<file path="src/rtl/ptw_pkg.sv">
package ptw_pkg;
    parameter int VA_W     = 48;
    parameter int OFF_W    = 12;
    parameter int IDX_W    = 9;
    parameter int FLAT_W   = 2 * IDX_W;
    parameter int PA_W     = 52;
    parameter int PTE_W    = 64;
    parameter int LEVELS   = 3;
    parameter int ENTRY_SH = 3;

    localparam int VPN_W = VA_W - OFF_W;
    localparam int PPN_W = PA_W - OFF_W;
    localparam int LVL_W = $clog2(LEVELS);
    localparam logic [LVL_W-1:0] LAST_LVL = LVL_W'(LEVELS - 1);

    typedef enum logic [1:0] {
        WS_IDLE,
        WS_ISSUE,
        WS_WAIT,
        WS_DONE
    } walk_state_e;

    typedef struct packed {
        logic             present;
        logic [PPN_W-1:0] ppn;
    } pte_view_t;

    typedef struct packed {
        logic             fault;
        logic [LVL_W-1:0] level;
        logic [PPN_W-1:0] ppn;
    } walk_result_t;

    function automatic logic [PA_W-1:0] frame_base(input logic [PPN_W-1:0] ppn);
        return {ppn, {OFF_W{1'b0}}};
    endfunction
endpackage

</file>
<file path="src/rtl/ptw_index_sel.sv">
module ptw_index_sel
    import ptw_pkg::*;
(
    input  logic [VPN_W-1:0] vpn,
    input  logic [LVL_W-1:0] lvl,
    input  logic [PA_W-1:0]  table_base,
    output logic [PA_W-1:0]  entry_addr
);
    logic [FLAT_W-1:0] idx_by_lvl [LEVELS];
    logic [FLAT_W-1:0] idx;

    genvar g;
    generate
        for (g = 0; g < LEVELS; g++) begin : g_lvl
            if (g == LEVELS - 1) begin : g_flat
                assign idx_by_lvl[g] = vpn[FLAT_W-1:0];
            end else begin : g_radix
                localparam int LO = FLAT_W + (LEVELS - 2 - g) * IDX_W;
                assign idx_by_lvl[g] = FLAT_W'(vpn[LO +: IDX_W]);
            end
        end
    endgenerate

    always_comb begin
        idx = '0;
        for (int i = 0; i < LEVELS; i++) begin
            if (lvl == LVL_W'(i)) idx = idx_by_lvl[i];
        end
    end

    assign entry_addr = table_base + (PA_W'(idx) << ENTRY_SH);
endmodule

</file>
<file path="src/rtl/ptw_pte_unpack.sv">
module ptw_pte_unpack
    import ptw_pkg::*;
(
    input  logic [PTE_W-1:0] raw,
    output pte_view_t        view
);
    logic [PTE_W-PA_W-1:0] unused_hi;
    logic [OFF_W-2:0]      unused_lo;

    assign view.present = raw[0];
    assign view.ppn     = raw[PA_W-1:OFF_W];
    assign unused_hi    = raw[PTE_W-1:PA_W];
    assign unused_lo    = raw[OFF_W-1:1];
endmodule

</file>
<file path="src/rtl/ptw_ctrl.sv">
module ptw_ctrl
    import ptw_pkg::*;
(
    input  logic             clk,
    input  logic             rst,
    input  logic             req_valid,
    output logic             req_ready,
    input  logic [PA_W-1:0]  req_root,
    input  logic [VPN_W-1:0] req_vpn,
    output logic             mem_req_valid,
    input  logic             mem_req_ready,
    input  logic             mem_rsp_valid,
    input  pte_view_t        pte,
    output logic [VPN_W-1:0] cur_vpn,
    output logic [LVL_W-1:0] cur_lvl,
    output logic [PA_W-1:0]  cur_base,
    output logic             rsp_valid,
    input  logic             rsp_ready,
    output walk_result_t     result
);
    walk_state_e state;

    always_ff @(posedge clk) begin
        if (rst) begin
            state    <= WS_IDLE;
            cur_vpn  <= '0;
            cur_lvl  <= '0;
            cur_base <= '0;
            result   <= '0;
        end else begin
            case (state)
                WS_IDLE: begin
                    if (req_valid) begin
                        cur_vpn  <= req_vpn;
                        cur_base <= req_root;
                        cur_lvl  <= '0;
                        state    <= WS_ISSUE;
                    end
                end
                WS_ISSUE: begin
                    if (mem_req_ready) state <= WS_WAIT;
                end
                WS_WAIT: begin
                    if (mem_rsp_valid) begin
                        if (!pte.present) begin
                            result <= '{fault: 1'b1, level: cur_lvl, ppn: '0};
                            state  <= WS_DONE;
                        end else if (cur_lvl == LAST_LVL) begin
                            result <= '{fault: 1'b0, level: cur_lvl, ppn: pte.ppn};
                            state  <= WS_DONE;
                        end else begin
                            cur_base <= frame_base(pte.ppn);
                            cur_lvl  <= cur_lvl + 1'b1;
                            state    <= WS_ISSUE;
                        end
                    end
                end
                WS_DONE: begin
                    if (rsp_ready) state <= WS_IDLE;
                end
                default: state <= WS_IDLE;
            endcase
        end
    end

    assign req_ready     = (state == WS_IDLE);
    assign mem_req_valid = (state == WS_ISSUE);
    assign rsp_valid     = (state == WS_DONE);
endmodule

</file>
<file path="src/rtl/ptw_flat3.sv">
module ptw_flat3
    import ptw_pkg::*;
(
    input  logic             clk,
    input  logic             rst,
    input  logic             req_valid,
    output logic             req_ready,
    input  logic [PA_W-1:0]  req_root,
    input  logic [VPN_W-1:0] req_vpn,
    output logic             mem_req_valid,
    input  logic             mem_req_ready,
    output logic [PA_W-1:0]  mem_req_addr,
    output logic             mem_req_nocache,
    input  logic             mem_rsp_valid,
    input  logic [PTE_W-1:0] mem_rsp_data,
    output logic             rsp_valid,
    input  logic             rsp_ready,
    output logic             rsp_fault,
    output logic [LVL_W-1:0] rsp_level,
    output logic [PPN_W-1:0] rsp_ppn
);
    pte_view_t        pte;
    walk_result_t     result;
    logic [VPN_W-1:0] cur_vpn;
    logic [LVL_W-1:0] cur_lvl;
    logic [PA_W-1:0]  cur_base;

    ptw_pte_unpack u_unpack (
        .raw  (mem_rsp_data),
        .view (pte)
    );

    ptw_index_sel u_index (
        .vpn        (cur_vpn),
        .lvl        (cur_lvl),
        .table_base (cur_base),
        .entry_addr (mem_req_addr)
    );

    ptw_ctrl u_ctrl (
        .clk           (clk),
        .rst           (rst),
        .req_valid     (req_valid),
        .req_ready     (req_ready),
        .req_root      (req_root),
        .req_vpn       (req_vpn),
        .mem_req_valid (mem_req_valid),
        .mem_req_ready (mem_req_ready),
        .mem_rsp_valid (mem_rsp_valid),
        .pte           (pte),
        .cur_vpn       (cur_vpn),
        .cur_lvl       (cur_lvl),
        .cur_base      (cur_base),
        .rsp_valid     (rsp_valid),
        .rsp_ready     (rsp_ready),
        .result        (result)
    );

    // Entry reads always steer around the first-level cache.
    assign mem_req_nocache = 1'b1;
    assign rsp_fault       = result.fault;
    assign rsp_level       = result.level;
    assign rsp_ppn         = result.ppn;
endmodule

</file>
<file path="config.mk">
export PLATFORM = sky130hd
export DESIGN_NAME = ptw_flat3
export DESIGN_NICKNAME = d
export VERILOG_FILES = /design/src/rtl/ptw_pkg.sv /design/src/rtl/ptw_index_sel.sv /design/src/rtl/ptw_pte_unpack.sv /design/src/rtl/ptw_ctrl.sv /design/src/rtl/ptw_flat3.sv
export SDC_FILE = /design/constraint.sdc
export NUM_CORES = 1
export LEC_CHECK = 0
export BUFFER_PORTS_ARGS = -buffer_cell sky130_fd_sc_hd__clkbuf_2
export CORE_ASPECT_RATIO = 0.9
export CORE_MARGIN = 4
export CORE_UTILIZATION = 45
export DETAILED_ROUTE_END_ITERATION = 12
export GPL_ROUTABILITY_DRIVEN = 0
export HOLD_SLACK_MARGIN = 0.03
export PLACE_DENSITY = 0.84
export SETUP_SLACK_MARGIN = 0.3
export SYNTH_ARGS = -nofsm -noshare
export SYNTH_HDL_FRONTEND = slang
export SYNTH_HIERARCHICAL = 1
export SYNTH_SLANG_ARGS = --single-unit
</file>
<file path="constraint.sdc">
create_clock -name clk -period 6 [get_ports clk]
set_input_delay 0.6 -clock clk [delete_from_list [all_inputs] [get_ports clk]]
set_output_delay 0.6 -clock clk [all_outputs]
set_load 0.01 [all_outputs]
</file>
==> results.cfg <==
[sta]
hold_violations = 0
final-max-slew-violation-count = 0
worst_pin_slew_ps = 1100
period_share_pct = 81.8
timing.fmax_mhz = 204
finalSetupViolations = 0
timing.slew.headroom_pct = 26.4
period_needed_ps = 4910
rsz0062_at_grt = false
setup_tns_ps = 0
final.setup_skew_ps = 11.9

[floorplan]
ios = 257
start_util_pct = 46.6
dieWidth_microns = 151
die-area_sq_mm = 0.0208
die_y_microns = 137
core_sq_mm = 0.0179
fp-row-count = 46

[grt]
grt_pass1_vias = 7259
antenna_found_initial = 0
overflow = 0
grt_usage_pct = 23.4
grt_start_max_net_pins = 74
grt_pass1_wl_microns = 38400

[drt]
drt_iter0_drc = 704
finalWirelength_microns = 25500
drcViolationCount = 0
via_per_inst = 5.87
vias = 7896
drt-wirelength-per-cell_microns = 19.0
ant_nets = 0
drt-pass1-iter-count = 5

[clocking]
cts_setup_buffers = 0
cts_buffer_depth = 2
cts_tree = done
cts_buffers = 17
h-tree-depth = 4
clkTransAtPathRegs_ps = 60
clkSinkCount = 135
cts_root_buffer = clkbuf_16
cts_hold_buf = 0
cts_resized = 0
clk_latency_ps = 410

[yosys]
syn-mean-instance-area_sq_um = 8.60
synthCells = 970
synth_area_sq_mm = 0.00834
synth.top_cell.area_share_pct = 32.4
ys.flop_type = dfxtp_1
yosysUniqueCellTypes = 65
synth-seq-area-share_pct = 32.4
ys_ff_latch = 135
synth_edf_count = 0
synth_area_leader_cell = dfxtp_1
synth.area.top_cells = dfxtp_1 32%, a21oi_1 6.6%, mux2i_1 5.9%
ys.warnings.count = 6
synthTopCellsByCount = 135 x dfxtp_1, 110 x a21oi_1, 109 x nand2_1
synth_fp_nets = 1148
synthMostInstantiatedCell = dfxtp_1
async_reset_ff_share_pct = 0

[hold_path]
worstHoldPathType = in2reg
worstHoldStart = req_vpn[7]
min_path_cells = 3
holdPathEnd = u_ctrl/cur_vpn[7]

[worst_setup_path]
end_kind = primary output
reg2reg_depth = 7
r2r_slack_ps = 2670
crit_path_cell_trace = nor2b_1, nand2_1, o21ai_0, ha_1, inv_1, fa_1, and2b_1, o211ai_2, a31oi_2, a211o_1, nand4_1, xnor2_1, clkbuf_2
slowest_delay_ps = 690
cp-start-kind = flop
r2r-start = u_ctrl/cur_lvl[1]
cp_max_fo = 16
worstPathArrival_ps = 4310
cp_data_required_time_ps = 5400
cp_slowest_cell = dfxtp_1
critPathKind = reg2out
worstReg2RegEnd = u_ctrl/cur_base[26]

[layout]
fin_nets = 1272
final_area_sq_mm = 0.00966
drive_above_1_share_pct = 29.2
syn2layout_area_growth_pct = 15.9
diodes = 0

[place]
port_buffers = 232
dp_hpwl_microns = 18300
place_area_sq_mm = 0.00904

[power]
p_per_area_mw_per_mm2 = 260
p_total_uw = 2510
leakage_uw = 0.00383
irDropWorstVdd_mv = 0.206

[run_status]
status = complete, no violations

[job]
maxCapViolations = 0
==> routing by layer <==
layer | vias up | track usage, % | share of wire, %
met4 | 0 | 6.04 | 1.7
li1 | 3779 | - | -
met1 | 3704 | 29.9 | 40
met5 | - | 0 | 0
met2 | 387 | 40.1 | 49
met3 | 26 | 5.03 | 8.6
==> how the worst max path moves through the flow <==
| stage | from | end | slack (ps) | depth (start not counted) |
|---|---|---|---|---|
| 2_1_floorplan | u_ctrl/cur_lvl[1] | mem_req_addr[49] | 2330 | 12 |
| 3_3_place_gp | u_ctrl/cur_lvl[0] | mem_req_addr[49] | 1670 | 13 |
| 3_5_place_dp | u_ctrl/cur_lvl[0] | mem_req_addr[49] | 1580 | 13 |
| 4_1_cts | u_ctrl/cur_lvl[0] | mem_req_addr[49] | 1060 | 13 |
| 5_1_grt | u_ctrl/cur_lvl[0] | mem_req_addr[49] | 810 | 13 |
| 6_report | u_ctrl/cur_lvl[0] | mem_req_addr[51] | 1090 | 13 |
==> stage by stage <==
| stage | util, % | hold WS [ps] | setup slack (ps) | std cells |
|---|---|---|---|---|
| floorplan | - | 432 | 2330 | 970 |
| global placement | 50.5 | 439 | 1670 | 1315 |
| detailed placement | 50.5 | 445 | 1580 | 1315 |
| CTS | 54.0 | 386 | 1060 | 1346 |
| global route | 54.0 | 386 | 810 | 1346 |
| finish | 54.0 | 399 | 1090 | 1346 |
==> sequential cells by signal, indices dropped and copies added, names as in the netlist <==
register,cells
u_ctrl/cur_base,52
u_ctrl/cur_lvl,2
u_ctrl/cur_vpn,36
u_ctrl/result,43
u_ctrl/state,2
==> worst max-delay path: cells and delay by family, from the launching register on <==
kind	cells	cell delay [ps]
xor+xnor	1	230
flops	1	690
compound gates	4	1010
fa+ha+maj	2	630
buf+inv	2	230
simple gates	4	1100
==> layout by cell type (no fill, tap or decap), types with 6 or more instances in the layout <==
master / instances
and3_1: 9
o211ai_1: 10
clkbuf_16: 17
mux2i_1: 49
inv_1: 12
o2111ai_1: 8
a22oi_1: 12
nand3_1: 27
ha_1: 19
xnor2_1: 34
xor2_1: 12
o21ai_1: 40
a2111oi_1: 8
nor2_1: 19
nor2b_1: 6
buf_4: 13
dfxtp_1: 133
nand4_1: 47
o21ai_0: 21
clkbuf_2: 231
a21oi_1: 110
a31o_1: 41
a2111oi_2: 30
and4_1: 8
and2_1: 11
nand2_1: 109
==> layout make-up <==
class / count / area [sq um]
Clock inverter: 13 / 180
Tap cell: 240 / 300
Sequential cell: 135 / 2710
Inverter: 12 / 45.0
Multi-Input combinational cell: 684 / 4740
Clock buffer: 18 / 439
Fill cell: 1615 / 8240
Timing Repair Buffer: 244 / 1250
==> power breakdown <==
| group | switching (uW) | internal (uW) | leakage [uW] |
|---|---|---|---|
| Clock | 391 | 702 | 0.000298 |
| Combinational | 253 | 163 | 0.00243 |
| Sequential | 52.0 | 947 | 0.00110 |
==> logic make-up (layout without fill, tap and decap cells) <==
kind of cell / Yosys count / in the layout / synth area share, %
other: 1 / 1 / 0.0450
AND/OR/NAND/NOR: 255 / 255 / 15.7
XOR/XNOR: 46 / 46 / 4.83
AO/OA/AOI/OAI: 313 / 313 / 27.2
buffers and inverters: 151 / 287 / 10.8
multiplexers: 49 / 49 / 5.88
adder cells (fa/ha/maj): 20 / 20 / 3.09
flip-flops: 135 / 135 / 32.4
No activity file was read; power rests on OpenSTA's default activity.
